**src/rtl/ide_pio_strobe_pkg.sv**
```systemverilog
package ide_pio_strobe_pkg;
  localparam int CNT_W = 5;
  localparam int BYTE_W = 8;
  localparam int REV_W = 2;

  typedef enum logic [1:0] {
    PH_IDLE   = 2'd0,
    PH_SETUP  = 2'd1,
    PH_ACTIVE = 2'd2,
    PH_RECOV  = 2'd3
  } phase_t;
endpackage

```
**src/rtl/pio_timing_select.sv**
```systemverilog
module pio_timing_select
  import ide_pio_strobe_pkg::*;
#(
  parameter int NUM_SETS = 3,
  parameter int DRV_W = 2,
  parameter int PRI_DRIVES = 2
) (
  input  logic [DRV_W-1:0]  drive,
  input  logic [BYTE_W-1:0] setup_set [NUM_SETS],
  input  logic [BYTE_W-1:0] rwtim_set [NUM_SETS],
  output logic [BYTE_W-1:0] setup_sel,
  output logic [BYTE_W-1:0] rwtim_sel
);
  localparam int SHARED_IDX = NUM_SETS - 1;
  localparam int IDX_W = (NUM_SETS > 1) ? $clog2(NUM_SETS) : 1;

  logic [IDX_W-1:0] idx;

  // drives below PRI_DRIVES own a set each; all the rest share the last set
  always_comb begin
    if (int'(drive) < PRI_DRIVES) idx = IDX_W'(drive);
    else idx = IDX_W'(SHARED_IDX);
  end

  always_comb begin
    setup_sel = '0;
    rwtim_sel = '0;
    for (int k = 0; k < NUM_SETS; k++) begin
      if (int'(idx) == k) begin
        setup_sel = setup_set[k];
        rwtim_sel = rwtim_set[k];
      end
    end
  end
endmodule

```
**src/rtl/pio_count_decode.sv**
```systemverilog
module pio_count_decode
  import ide_pio_strobe_pkg::*;
#(
  parameter int EXT_REV_MIN = 2,
  parameter int ACT_FLOOR = 2,
  parameter int RECOV_BUMP_ABOVE = 3
) (
  input  logic [1:0]        setup_code,
  input  logic [BYTE_W-1:0] rwtim,
  input  logic [REV_W-1:0]  rev,
  output logic [CNT_W-1:0]  setup_len,
  output logic [CNT_W-1:0]  active_len,
  output logic [CNT_W-1:0]  recov_len
);
  logic [3:0]       act_nib, rec_nib;
  logic [CNT_W-1:0] act_raw, rec_raw, rec_adj;

  assign act_nib = rwtim[7:4];
  assign rec_nib = rwtim[3:0];

  always_comb begin
    case (setup_code)
      2'b00:   setup_len = CNT_W'(4);
      2'b10:   setup_len = CNT_W'(3);
      2'b01:   setup_len = CNT_W'(2);
      default: setup_len = CNT_W'(5);
    endcase
  end

  // a zero nibble encodes sixteen clocks
  assign act_raw = (act_nib == 4'd0) ? CNT_W'(16) : CNT_W'(act_nib);
  assign rec_raw = (rec_nib == 4'd0) ? CNT_W'(16) : CNT_W'(rec_nib);

  assign active_len = (act_raw < CNT_W'(ACT_FLOOR)) ? CNT_W'(ACT_FLOOR) : act_raw;

  always_comb begin
    rec_adj = rec_raw;
    if (active_len > CNT_W'(RECOV_BUMP_ABOVE) && rec_raw == CNT_W'(1))
      rec_adj = CNT_W'(2);
    recov_len = (int'(rev) >= EXT_REV_MIN) ? rec_adj + CNT_W'(1) : rec_adj;
  end
endmodule

```
**src/rtl/pio_phase_seq.sv**
```systemverilog
module pio_phase_seq
  import ide_pio_strobe_pkg::*;
(
  input  logic             clk,
  input  logic             rst,
  input  logic             req,
  input  logic             req_write,
  input  logic [CNT_W-1:0] setup_len,
  input  logic [CNT_W-1:0] active_len,
  input  logic [CNT_W-1:0] recov_len,
  output logic             busy,
  output logic             addr_valid,
  output logic             rd_stb,
  output logic             wr_stb,
  output logic             done
);
  phase_t           st, st_n;
  logic [CNT_W-1:0] cnt, cnt_n;
  logic [CNT_W-1:0] act_q, rec_q;
  logic             dir_q, dir_n, done_n, accept;

  assign accept = (st == PH_IDLE) && req;
  assign dir_n  = accept ? req_write : dir_q;

  always_comb begin
    st_n   = st;
    cnt_n  = cnt;
    done_n = 1'b0;
    unique case (st)
      PH_IDLE: if (req) begin
        st_n  = PH_SETUP;
        cnt_n = setup_len - CNT_W'(1);
      end
      PH_SETUP: if (cnt == '0) begin
        st_n  = PH_ACTIVE;
        cnt_n = act_q - CNT_W'(1);
      end else cnt_n = cnt - CNT_W'(1);
      PH_ACTIVE: if (cnt == '0) begin
        st_n  = PH_RECOV;
        cnt_n = rec_q - CNT_W'(1);
      end else cnt_n = cnt - CNT_W'(1);
      PH_RECOV: if (cnt == '0) begin
        st_n   = PH_IDLE;
        done_n = 1'b1;
      end else cnt_n = cnt - CNT_W'(1);
      default: st_n = PH_IDLE;
    endcase
  end

  always_ff @(posedge clk) begin
    if (rst) begin
      st         <= PH_IDLE;
      cnt        <= '0;
      act_q      <= CNT_W'(2);
      rec_q      <= CNT_W'(1);
      dir_q      <= 1'b0;
      busy       <= 1'b0;
      addr_valid <= 1'b0;
      rd_stb     <= 1'b0;
      wr_stb     <= 1'b0;
      done       <= 1'b0;
    end else begin
      st    <= st_n;
      cnt   <= cnt_n;
      dir_q <= dir_n;
      if (accept) begin
        act_q <= active_len;
        rec_q <= recov_len;
      end
      busy       <= (st_n != PH_IDLE);
      addr_valid <= (st_n != PH_IDLE);
      rd_stb     <= (st_n == PH_ACTIVE) && !dir_n;
      wr_stb     <= (st_n == PH_ACTIVE) && dir_n;
      done       <= done_n;
    end
  end

  logic any_stb;
  assign any_stb = rd_stb || wr_stb;


  stb_in_cycle_chk: assert property (@(posedge clk) disable iff (rst)
    any_stb |-> (addr_valid && busy));

  setup_first_chk: assert property (@(posedge clk) disable iff (rst)
    $rose(any_stb) |-> $past(addr_valid));

  act_floor_chk: assert property (@(posedge clk) disable iff (rst)
    $fell(any_stb) |-> $past(any_stb, 2));

  act_capture_chk: assert property (@(posedge clk) disable iff (rst)
    (st != PH_IDLE) |-> (act_q >= CNT_W'(2) && rec_q >= CNT_W'(1)));

  done_after_busy_chk: assert property (@(posedge clk) disable iff (rst)
    done |-> (!busy && $past(busy)));

  done_single_chk: assert property (@(posedge clk) disable iff (rst)
    done |=> !done);

  accept_chk: assert property (@(posedge clk) disable iff (rst)
    (req && !busy) |=> busy);

  dir_hold_chk: assert property (@(posedge clk) disable iff (rst)
    (rd_stb && $past(any_stb)) |-> $past(rd_stb));
endmodule

```
**src/rtl/ide_pio_strobe.sv**
```systemverilog
module ide_pio_strobe
  import ide_pio_strobe_pkg::*;
#(
  parameter int DRV_W = 2,
  parameter int NUM_SETS = 3,
  parameter int PRI_DRIVES = 2,
  parameter int EXT_REV_MIN = 2
) (
  input  logic             clk,
  input  logic             rst,
  input  logic             req,
  input  logic [DRV_W-1:0] req_drive,
  input  logic             req_write,
  input  logic [7:0]       setup_pri0,
  input  logic [7:0]       rwtim_pri0,
  input  logic [7:0]       setup_pri1,
  input  logic [7:0]       rwtim_pri1,
  input  logic [7:0]       setup_sec,
  input  logic [7:0]       rwtim_sec,
  input  logic [1:0]       chip_rev,
  output logic             busy,
  output logic             addr_valid,
  output logic             rd_stb,
  output logic             wr_stb,
  output logic             done
);
  logic [BYTE_W-1:0] setup_set [NUM_SETS];
  logic [BYTE_W-1:0] rwtim_set [NUM_SETS];
  logic [BYTE_W-1:0] setup_sel, rwtim_sel;
  logic [CNT_W-1:0]  s_len, a_len, r_len;
  logic              unused_setup_lo;

  assign setup_set[0] = setup_pri0;
  assign setup_set[1] = setup_pri1;
  assign setup_set[2] = setup_sec;
  assign rwtim_set[0] = rwtim_pri0;
  assign rwtim_set[1] = rwtim_pri1;
  assign rwtim_set[2] = rwtim_sec;

  assign unused_setup_lo = ^setup_sel[5:0];

  pio_timing_select #(
    .NUM_SETS(NUM_SETS), .DRV_W(DRV_W), .PRI_DRIVES(PRI_DRIVES)
  ) u_sel (
    .drive(req_drive), .setup_set(setup_set), .rwtim_set(rwtim_set),
    .setup_sel(setup_sel), .rwtim_sel(rwtim_sel)
  );

  pio_count_decode #(.EXT_REV_MIN(EXT_REV_MIN)) u_dec (
    .setup_code(setup_sel[7:6]), .rwtim(rwtim_sel), .rev(chip_rev),
    .setup_len(s_len), .active_len(a_len), .recov_len(r_len)
  );

  pio_phase_seq u_seq (
    .clk(clk), .rst(rst), .req(req), .req_write(req_write),
    .setup_len(s_len), .active_len(a_len), .recov_len(r_len),
    .busy(busy), .addr_valid(addr_valid), .rd_stb(rd_stb),
    .wr_stb(wr_stb), .done(done)
  );


  reset_quiet_chk: assert property (@(posedge clk)
    $past(rst) |-> !(busy || addr_valid || rd_stb || wr_stb || done));
endmodule

```
**config.mk**
```make
export PLATFORM = sky130hd
export DESIGN_NAME = ide_pio_strobe
export DESIGN_NICKNAME = d
export VERILOG_FILES = /design/src/rtl/ide_pio_strobe_pkg.sv /design/src/rtl/pio_timing_select.sv /design/src/rtl/pio_count_decode.sv /design/src/rtl/pio_phase_seq.sv /design/src/rtl/ide_pio_strobe.sv
export SDC_FILE = /design/constraint.sdc
export NUM_CORES = 1
export LEC_CHECK = 0
export BUFFER_PORTS_ARGS = -buffer_cell sky130_fd_sc_hd__buf_2
export CORE_UTILIZATION = 45
export DETAILED_ROUTE_END_ITERATION = 12
export PLACE_DENSITY_LB_ADDON = 0.3
export SYNTH_ARGS = -nofsm -noshare
export SYNTH_HDL_FRONTEND = slang
export SYNTH_SLANG_ARGS = --single-unit
```
**constraint.sdc**
```tcl
create_clock -name clk -period 1.9 [get_ports clk]
set_clock_uncertainty 0.05 [all_clocks]
set_input_delay 0.095 -clock clk [delete_from_list [all_inputs] [get_ports clk]]
set_output_delay 0.095 -clock clk [all_outputs]
set_load 0.02 [all_outputs]
```
Word-level counts from Yosys, hierarchy flattened
Cells that the tools add are included.
{"block": "totals", "register_bits": 22, "in_bits": 56, "wordCells": 69}
{"block": "classes", "add_sub_neg": 5, "n_lt_le_gt_ge": 4, "eq_ne": 11, "n_mux": 25, "bitwise": 1, "reduce_logical": 14}
{"op": "two-way mux 8 bit", "n": 6}
{"op": "two-way mux 5 bit", "n": 9}
{"op": "one-hot mux 5 bit (4 select lines)", "n": 1}
{"op": "subtractor 5 x 1 -> 5 bit (second input constant)", "n": 3}
{"op": "== test 2 bit (second input constant)", "n": 6}
{"op": "two-way mux 2 bit", "n": 5}
{"op": "one-hot mux 3 bit (3 select lines)", "n": 1}
{"op": "zero test 4 bit", "n": 2}
{"op": "one-hot mux 2 bit (4 select lines)", "n": 1}
{"op": "zero test 2 bit", "n": 3}
{"op": "adder 5 x 1 -> 5 bit (second input constant)", "n": 1}
{"op": "== test 5 x 1 -> 1 bit (second input constant)", "n": 1}
{"op": "> comparator 5 x 2 -> 1 bit (second input constant)", "n": 1}
{"op": "zero test 5 bit", "n": 1}
{"op": "less-than comparator 5 x 2 -> 1 bit (second input constant)", "n": 1}
{"op": "== test 2 x 1 -> 1 bit (second input constant)", "n": 2}
{"op": "logical AND 1 bit", "n": 4}
{"op": "inequality test 2 bit (second input constant)", "n": 2}
{"op": "subtractor 3 x 1 -> 4 bit (second input constant)", "n": 1}
{"op": "greater-or-equal comparator 2 bit (second input constant)", "n": 1}
{"op": "less-than comparator 2 bit (second input constant)", "n": 1}
{"op": "two-way mux 1 bit", "n": 2}
{"op": "AND reduction 2 bit", "n": 1}
{"op": "nonzero test 2 bit", "n": 1}
{"op": "3 further kinds", "n": 3}

Longest topological paths before layout
Gate-level depths: netlist of the first run.
{"block": "depth", "word_depth": 15, "ltp_mapped": 10, "ltp_nobuf": 8}

By module
Synthesis of the first run repeated with hierarchy kept, for this count alone.
{"block": "unflattened", "hier_cells": 237, "hier_area_um2": 1785.5}
{"mod": "pio_phase_seq", "instances": 1, "cells_per_inst": 149, "area_per_inst_um2": 1182.4, "seq_area_each_um2": 440.4}
{"mod": "pio_timing_select", "instances": 1, "cells_per_inst": 53, "area_per_inst_um2": 344.1, "seq_area_each_um2": 0.0}
{"mod": "pio_count_decode", "instances": 1, "cells_per_inst": 35, "area_per_inst_um2": 259.0, "seq_area_each_um2": 0.0}

Least setup slack after synthesis of the first run
OpenSTA, ideal clock, no wires.
{"block": "synth_timing", "path_type": "input-to-reg", "start": "input req_drive[0]", "end": "register u_seq.rec_q[1]", "arrival_ps": 1659, "t_required_ps": 1747, "setup_slack_ps": 87, "stages": 7, "n_path_buf": 1, "cell_sequence": "buf_6 -> mux2_2 -> mux2i_1 -> ha_1 -> nand3_4 -> o211a_1 -> a2111oi_2"}
{"block": "synth_via", "elab_chain_len": 15, "word_cells_on_any_way": 20}
{"element": "start, declared", "line": "ide_pio_strobe.sv:12", "rtl": "input logic [DRV_W-1:0] req_drive,"}
{"element": "less-than comparator 2 bit", "line": "pio_timing_select.sv:21", "rtl": "if (int'(drive) < PRI_DRIVES) idx = IDX_W'(drive);"}
{"element": "two-way mux 2 bit *", "line": "pio_timing_select.sv:21"}
{"element": "zero test 2 bit", "line": "pio_timing_select.sv:29", "rtl": "if (int'(idx) == k) begin"}
{"element": "two-way mux 8 bit (2 in a row)", "line": "pio_timing_select.sv:29"}
{"element": "two-way mux 8 bit *", "line": "pio_timing_select.sv:29"}
{"element": "zero test 4 bit", "line": "pio_count_decode.sv:31", "rtl": "assign act_raw = (act_nib == 4'd0) ? CNT_W'(16) : CNT_W'(act_nib);"}
{"element": "two-way mux 5 bit", "line": "pio_count_decode.sv:31"}
{"element": "less-than comparator 5 x 2 -> 1 bit", "line": "pio_count_decode.sv:34", "rtl": "assign active_len = (act_raw < CNT_W'(ACT_FLOOR)) ? CNT_W'(ACT_FLOOR) : act_raw;"}
{"element": "two-way mux 5 bit", "line": "pio_count_decode.sv:34"}
{"element": "> comparator 5 x 2 -> 1 bit", "line": "pio_count_decode.sv:38", "rtl": "if (active_len > CNT_W'(RECOV_BUMP_ABOVE) && rec_raw == CNT_W'(1))"}
{"element": "logical AND 1 bit", "line": "pio_count_decode.sv:38"}
{"element": "two-way mux 5 bit *", "line": "pio_count_decode.sv:38"}
{"element": "adder 5 x 1 -> 5 bit", "line": "pio_count_decode.sv:40", "rtl": "recov_len = (int'(rev) >= EXT_REV_MIN) ? rec_adj + CNT_W'(1) : rec_adj;"}
{"element": "two-way mux 5 bit *", "line": "pio_count_decode.sv:40"}
{"element": "end signal, assigned", "line": "pio_phase_seq.sv:68", "rtl": "rec_q <= recov_len;"}
{"element": "end, declared", "line": "pio_phase_seq.sv:19", "rtl": "logic [CNT_W-1:0] act_q, rec_q;"}
Mark *: on every way between the ends. The rest lies on a longest branch, timed or not.
A chain may end at the register's enable or synchronous reset.

Worst setup path in the final report of the first run
{"block": "layout_timing", "start": "register u_seq.cnt[0]", "end": "register u_seq.cnt[3]"}
{"block": "layout_via", "elab_chain_len": 3, "word_cells_on_any_way": 8}
{"element": "start, declared", "line": "pio_phase_seq.sv:18", "rtl": "logic [CNT_W-1:0] cnt, cnt_n;"}
{"element": "start signal, assigned", "line": "pio_phase_seq.sv:64", "rtl": "cnt <= cnt_n;"}
{"element": "subtractor 5 x 1 -> 5 bit or zero test 5 bit (tied branches)"}
{"element": "two-way mux 5 bit (tied with other cells)", "line": "pio_phase_seq.sv:42", "rtl": "PH_RECOV: if (cnt == '0) begin"}
{"element": "one-hot mux 5 bit (4 select lines) or AND reduction 2 bit (tied branches)"}
Several ways; a longest one is shown, not always the timed one. The select of a mux whose other input is x is not followed.

==> impl_metrics.py, run 1 <==
metrics = {
    "floorplanning": {
        "core_area_mm2": 0.003416,
        "fp.dieH_um": 62.63,
        "ios": 61,
        "die_w_um": 62.63,
        "die-area_mm2": 0.003922,
        "row_count": 21,
        "start_util": 0.4842,
    },
    "logic_synthesis": {
        "synthMuxAreaShare": 0.1316,
        "synthTopCellsByCount": "22 x dfxtp_1, 21 x nand2_1, 16 x nor2_1",
        "synthDominantCellAreaShare": 0.2663,
        "syn_inst": 200,
        "ys_types": 48,
        "synth_xor_area_frac": 0.04236,
        "synth_fp_nets": 265,
        "synth-compound-area-share": 0.2073,
        "synth_top_family_by_area": "simple AND/OR/NAND/NOR gates",
        "yosys.area_share.adder": 0.06808,
        "synth_most_common_cell": "dfxtp_1",
        "synth_ff_type": "dfxtp_1",
        "synth.area.top_cells": "dfxtp_1 27%, ha_1 6.8%, mux2i_1 4.8%",
        "synthSimpleGateAreaFrac": 0.2247,
        "synth.largest_area_cell": "dfxtp_1",
        "synth_edf_count": 0,
        "synth-async-reset-ratio": 0,
        "avgSynthCellArea_um2": 8.270,
        "ys_seq_elements": 22,
        "syn_area_mm2": 0.001654,
        "synth_warnings": 0,
        "ys_seq_area_frac": 0.2663,
    },
    "cells_and_area": {
        "finish.cell_count_without_fillers": 303,
        "antennaDiodeCount": 0,
        "drive_gt1_frac": 0.3268,
        "finalCoreUtilization": 0.6132,
        "final_net_count": 323,
        "syn_to_final_growth_pct": 26.63,
    },
    "power_and_ir_drop": {
        "vdd_drop_max_v": 0.0004652,
        "p_sw_frac": 0.4094,
        "leakage_nw": 0.9833,
        "p_sw_mw": 1.019,
        "p_clk_frac": 0.143,
        "seqPwrFrac": 0.279,
        "powerDensity_mw_per_mm2": 1188,
        "power.share.combinational": 0.579,
        "p_int_mw": 1.470,
    },
    "timing": {
        "max_slew_margin": 0.7229,
        "grt_setup_unrepaired": "yes",
        "fin_hold_ws_ns": 0.01345,
        "tns_ns": 0,
        "finalSetupViolations": 0,
        "worst_pin_slew_ns": 0.4051,
        "fin_crit_ns": 1.817,
        "slew_violations": 0,
        "finalCritPeriodShare": 0.9565,
        "max_freq_ghz": 0.5503,
        "hold_violations": 0,
    },
    "clocking": {
        "ctsLongestPathBuffers": 2,
        "htreeDepth": 1,
        "cts_setup_buffers": 0,
        "cts_tree": "done",
        "root_buffer": "clkbuf_4",
        "cts_hold_buf": 0,
        "clk_pin_slew_worst_paths_ns": 0.12,
        "cts_buffers": 3,
        "clk_latency_ns": 0.31,
        "numClockSinks": 22,
    },
    "grt": {
        "grt_pass1_vias": 1445,
        "antenna_found_initial": 0,
        "grt_max_degree": 20,
        "grt_pass1_wl_mm": 6.203,
        "track_usage": 0.1949,
        "overflow": 0,
    },
    "route": {
        "routed_via_density": 5.320,
        "routed_wl_mm": 3.714,
        "drtIter0Drc": 143,
        "route.antenna.remaining_nets": 0,
        "first_pass_iters": 4,
        "wl_per_cell_um": 12.26,
        "drc": 0,
        "via_count": 1612,
    },
    "critical_path": {
        "cp_slowest_cell": "or4b_4",
        "crit_type": "reg -> reg",
        "crit_fanout": 4,
        "crit_required_ns": 2.08,
        "crit_chain": "inv_1 > ha_1 > or4b_4 > buf_4 > nor2_1 > o31ai_1 > a311oi_1",
        "crit_buf_inv": 2,
        "cpLargestDelayFamily": "simple AND/OR/NAND/NOR gates",
        "endpoint_kind": "flop",
        "crit_arrival_ns": 1.99,
        "startpoint_type": "flop",
        "crit_path_max_incr_delay_ns": 0.50,
    },
    "place": {
        "place.port_buffers": 41,
        "hpwl_mm": 2.859,
        "gp_congestion": 0.9788,
        "dp.cells": 299,
    },
    "worst_hold_path": {
        "hp-class": "in -> reg",
    },
    "flow_run": {
        "max_cap_viol_count": 0,
    },
    "run_status": {
        "status": "complete, no violations",
    },
}
-- worst min-delay path: stages --
cell     delay (ns)
buf_2          0.07
mux2i_1        0.09
nor2_1         0.09
-- through the flow --
step	instance area [um^2]	total power, mW	setup WS (ns)
after floorplan	1654	1.589	0.08748
after global placement	2024	2.042	-0.003429
after detailed placement	2024	2.054	-0.01925
after CTS	2077	2.422	0.06575
after global routing	2095	2.686	-0.06251
final	2095	2.488	0.08269
-- flip-flops by register name, indices dropped and copies added (netlist names) --
| name | flops |
|---|---|
| u_seq.act_q | 5 |
| u_seq.cnt | 5 |
| u_seq.rec_q | 5 |
| u_seq.st | 2 |
| u_seq.busy | 1 |
| u_seq.dir_q | 1 |
| u_seq.done | 1 |
| u_seq.rd_stb | 1 |
| u_seq.wr_stb | 1 |
-- power by group through the flow --
stage	Sequential (mW)	Clock, mW	Combinational [mW]
after floorplan	0.706	0	0.883
after global placement	0.695	0	1.35
after detailed placement	0.698	0	1.36
after CTS	0.688	0.361	1.37
after global routing	0.710	0.385	1.59
final	0.694	0.355	1.44
-- per-layer routing --
layer | global-route usage | up-vias | share of wire
met1 | 0.2312 | 726 | 0.43
met3 | 0.03467 | 4 | 0.043
met5 | 0 | - | 0
li1 | - | 834 | -
met2 | 0.3519 | 48 | 0.51
met4 | 0.06105 | 0 | 0.014
-- what timing repair did --
action,CTS,global route
hold endpoints to repair,0,0
endpoints found under the setup margin,0,5
resized for setup,0,4
-- cell type report --
class,instances,area (um^2)
clock buffer,3,22.52
fill,341,1321
tap,46,57.56
sequential,22,440.4
timing repair buffer,62,362.8
clock inverter,1,30.03
multi-input combinational,156,1132
inverter,13,48.80
-- path summary, 6_finish.rpt --
path / startpoint / endpoint / slack, ns / cells past startpoint
setup reg to reg: u_seq.cnt[0] / u_seq.cnt[3] / 0.08 / 7
hold / removal: req_write / u_seq.dir_q / 0.01 / 3
setup / recovery: u_seq.cnt[0] / u_seq.cnt[3] / 0.08 / 7
hold reg to reg: u_seq.act_q[4] / u_seq.act_q[4] / 0.43 / 2
-- cells by family (layout without fill, tap and decap cells) --
group	Yosys count	in the layout
AO/OA/AOI/OAI	51	51
XOR/XNOR	8	8
adder cells (fa/ha/maj)	9	9
buffers and inverters	22	79
flip-flops	22	22
multiplexers	17	17
AND/OR/NAND/NOR	71	71
-- cell usage in the layout (no fill, tap or decap), types with 5 or more instances in the layout --
cell type  netlist  final
a21oi_1         11     11
buf_2            1     41
buf_4            2     21
dfxtp_1         22     22
ha_1             9      9
inv_1           13     13
mux2i_1          8      8
nand2_1         21     21
nor2_1          16     15
nor3_1          10     10
o21ai_0         15     15
xor2_1           5      5
Note: power is estimated with default switching activity, not from simulation.
==> run 2, diff against run 1 <==
--- a/config.mk
+++ b/config.mk
@@ -8,7 +8,7 @@
 export BUFFER_PORTS_ARGS = -buffer_cell sky130_fd_sc_hd__buf_2
 export CORE_UTILIZATION = 45
 export DETAILED_ROUTE_END_ITERATION = 12
-export PLACE_DENSITY_LB_ADDON = 0.3
+export PLACE_DENSITY_LB_ADDON = 0.12
 export SYNTH_ARGS = -nofsm -noshare
 export SYNTH_HDL_FRONTEND = slang
 export SYNTH_SLANG_ARGS = --single-unit
==> run 2 against run 1 <==
  * Final area shrank 1.9%
  * Via count down 2.7%
  * Count of clock-buffer cells in the layout is 1 higher
  * Utilization is 1.1 points lower
  * Power shrank 6.9%
  * Non-clock buffer count is 2 lower
  * Sequential share of layout area up 0.46 points
  * Sequential power up 1%
  * Fmax up 1.1%
  * First-iteration DRC count decreased by 41%
  * Critical path depth stayed put
==> impl_metrics.py, run 2 (synthesis gave the netlist of run 1 again) <==
metrics = {
    "run_status": {
        "status": "complete, no violations",
    },
    "clocking": {
        "ctsLongestPathBuffers": 2,
        "cts_tree": "done",
        "cts_hold_buf": 0,
        "htreeDepth": 1,
        "numClockSinks": 22,
        "clk_latency_ns": 0.31,
        "cts_buffers": 3,
        "clk_pin_slew_worst_paths_ns": 0.13,
        "root_buffer": "clkbuf_4",
    },
    "floorplanning": {
        "die-area_mm2": 0.003922,
        "die_w_um": 62.63,
        "start_util": 0.4842,
        "core_area_mm2": 0.003416,
        "row_count": 21,
        "ios": 61,
        "fp.dieH_um": 62.63,
    },
    "place": {
        "gp_congestion": 0.8742,
        "hpwl_mm": 2.909,
        "place.port_buffers": 41,
    },
    "cells_and_area": {
        "final_net_count": 321,
        "reg_top3": "u_seq.act_q: 5 flops, u_seq.cnt: 5 flops, u_seq.rec_q: 5 flops",
        "drive_gt1_frac": 0.3216,
        "finalCoreUtilization": 0.6018,
        "final_common_cell": "buf_2",
        "syn_to_final_growth_pct": 24.28,
        "fillCellCount": 334,
        "antennaDiodeCount": 0,
        "multiInputGateArea_mm2": 0.001124,
        "layout_common_cells": "41 x buf_2, 21 x nand2_1, 21 x dfxtp_1",
        "area.sequential_um2": 441.7,
    },
    "route": {
        "drc": 0,
        "drtIter0Drc": 85,
        "routed_via_density": 5.213,
        "wl_per_cell_um": 11.96,
        "routed_wl_mm": 3.601,
        "first_pass_iters": 4,
        "route.antenna.remaining_nets": 0,
        "via_count": 1569,
    },
    "grt": {
        "top_usage_layer": "met2",
        "use_met2": 0.3750,
        "track_usage": 0.2057,
        "grt_use_met3": 0.02372,
        "grt_pass1_vias": 1542,
        "grt_max_degree": 20,
        "use_met1": 0.2489,
        "overflow": 0,
        "grt_pass1_wl_mm": 6.610,
        "antenna_found_initial": 0,
    },
    "critical_path": {
        "crit_type": "reg -> reg",
        "crit_arrival_ns": 1.98,
        "cpLargestDelayFamily": "simple AND/OR/NAND/NOR gates",
        "crit_path_max_incr_delay_ns": 0.47,
        "crit_required_ns": 2.08,
        "crit_fanout": 5,
        "crit_buf_inv": 2,
        "startpoint_type": "flop",
        "crit_chain": "inv_1 > ha_2 > or4b_4 > buf_4 > nor2_1 > o31ai_1 > a311oi_1",
        "endpoint_kind": "flop",
        "cp_slowest_cell": "or4b_4",
        "reg2reg_depth": 7,
        "cp.depth": 7,
    },
    "flow_run": {
        "max_cap_viol_count": 0,
    },
    "worst_hold_path": {
        "whs_path_depth": 3,
        "hp-class": "in -> reg",
    },
    "power_and_ir_drop": {
        "leakage_nw": 0.9606,
        "powerDensity_mw_per_mm2": 1126,
        "vdd_drop_max_v": 0.0003662,
    },
    "timing": {
        "slew_violations": 0,
        "fin_crit_ns": 1.798,
        "hold_violations": 0,
        "max_freq_ghz": 0.5562,
        "finalCritPeriodShare": 0.9463,
        "max_slew_margin": 0.6935,
        "worst_pin_slew_ns": 0.4570,
        "grt_setup_unrepaired": "no",
        "tns_ns": 0,
        "finalSetupViolations": 0,
    },
}
==> run 2: repair_timing <==
action,CTS,global route
setup endpoints to repair,0,4
resized for setup,0,4
buffers inserted,0,0
==> run 2: area by class of cell <==
type	count	area share
Clock buffer	4	0.01765
Inverter	13	0.02374
Multi-Input combinational cell	156	0.5466
Sequential cell	22	0.2149
Tap cell	46	0.02800
Timing Repair Buffer	60	0.1692
==> run 2: where the power goes <==
| group | internal, mW | total [mW] | leakage (nW) | switching, mW |
|---|---|---|---|---|
| combinational | 0.638 | 1.35 | 0.759 | 0.716 |
| sequential | 0.592 | 0.704 | 0.181 | 0.111 |
| clock | 0.117 | 0.258 | 0.0210 | 0.141 |
==> run 2: path summary, 6_finish.rpt <==
kind / startpoint / endpoint / slack [ns]
setup / recovery: u_seq.cnt[0] / u_seq.cnt[3] / 0.10
hold / removal: req_write / u_seq.dir_q / 0.02
setup reg to reg: u_seq.cnt[0] / u_seq.cnt[3] / 0.10
hold reg to reg: u_seq.act_q[4] / u_seq.act_q[4] / 0.43
==> run 2: worst min-delay path, delay by kind of cell <==
family / cells / cell delay [ns]
simple gates: 1 / 0.09
buf+inv: 1 / 0.08
mux: 1 / 0.09
==> run 2: stage by stage <==
step	hold slack, ns	instance area [um^2]	std cells	worst slack, ns	total power, mW
after floorplan	0.2327	1654	200	0.08748	1.589
after detailed placement	0.3385	2009	297	0.006990	2.016
after CTS	0.01779	2046	301	0.02579	2.281
after global placement	0.3352	2009	297	0.02689	2.024
after global routing	0.03427	2056	301	0.002798	2.542
final	0.02306	2056	301	0.1020	2.315
==> run 2: per-layer routing <==
layer  share of wire  vias up  routed length (um)
li1                -      829                   -
met1            0.47      692                1676
met2            0.49       44                1768
met3           0.032        4                 117
met4           0.011        0                  38
met5               0        -                   0
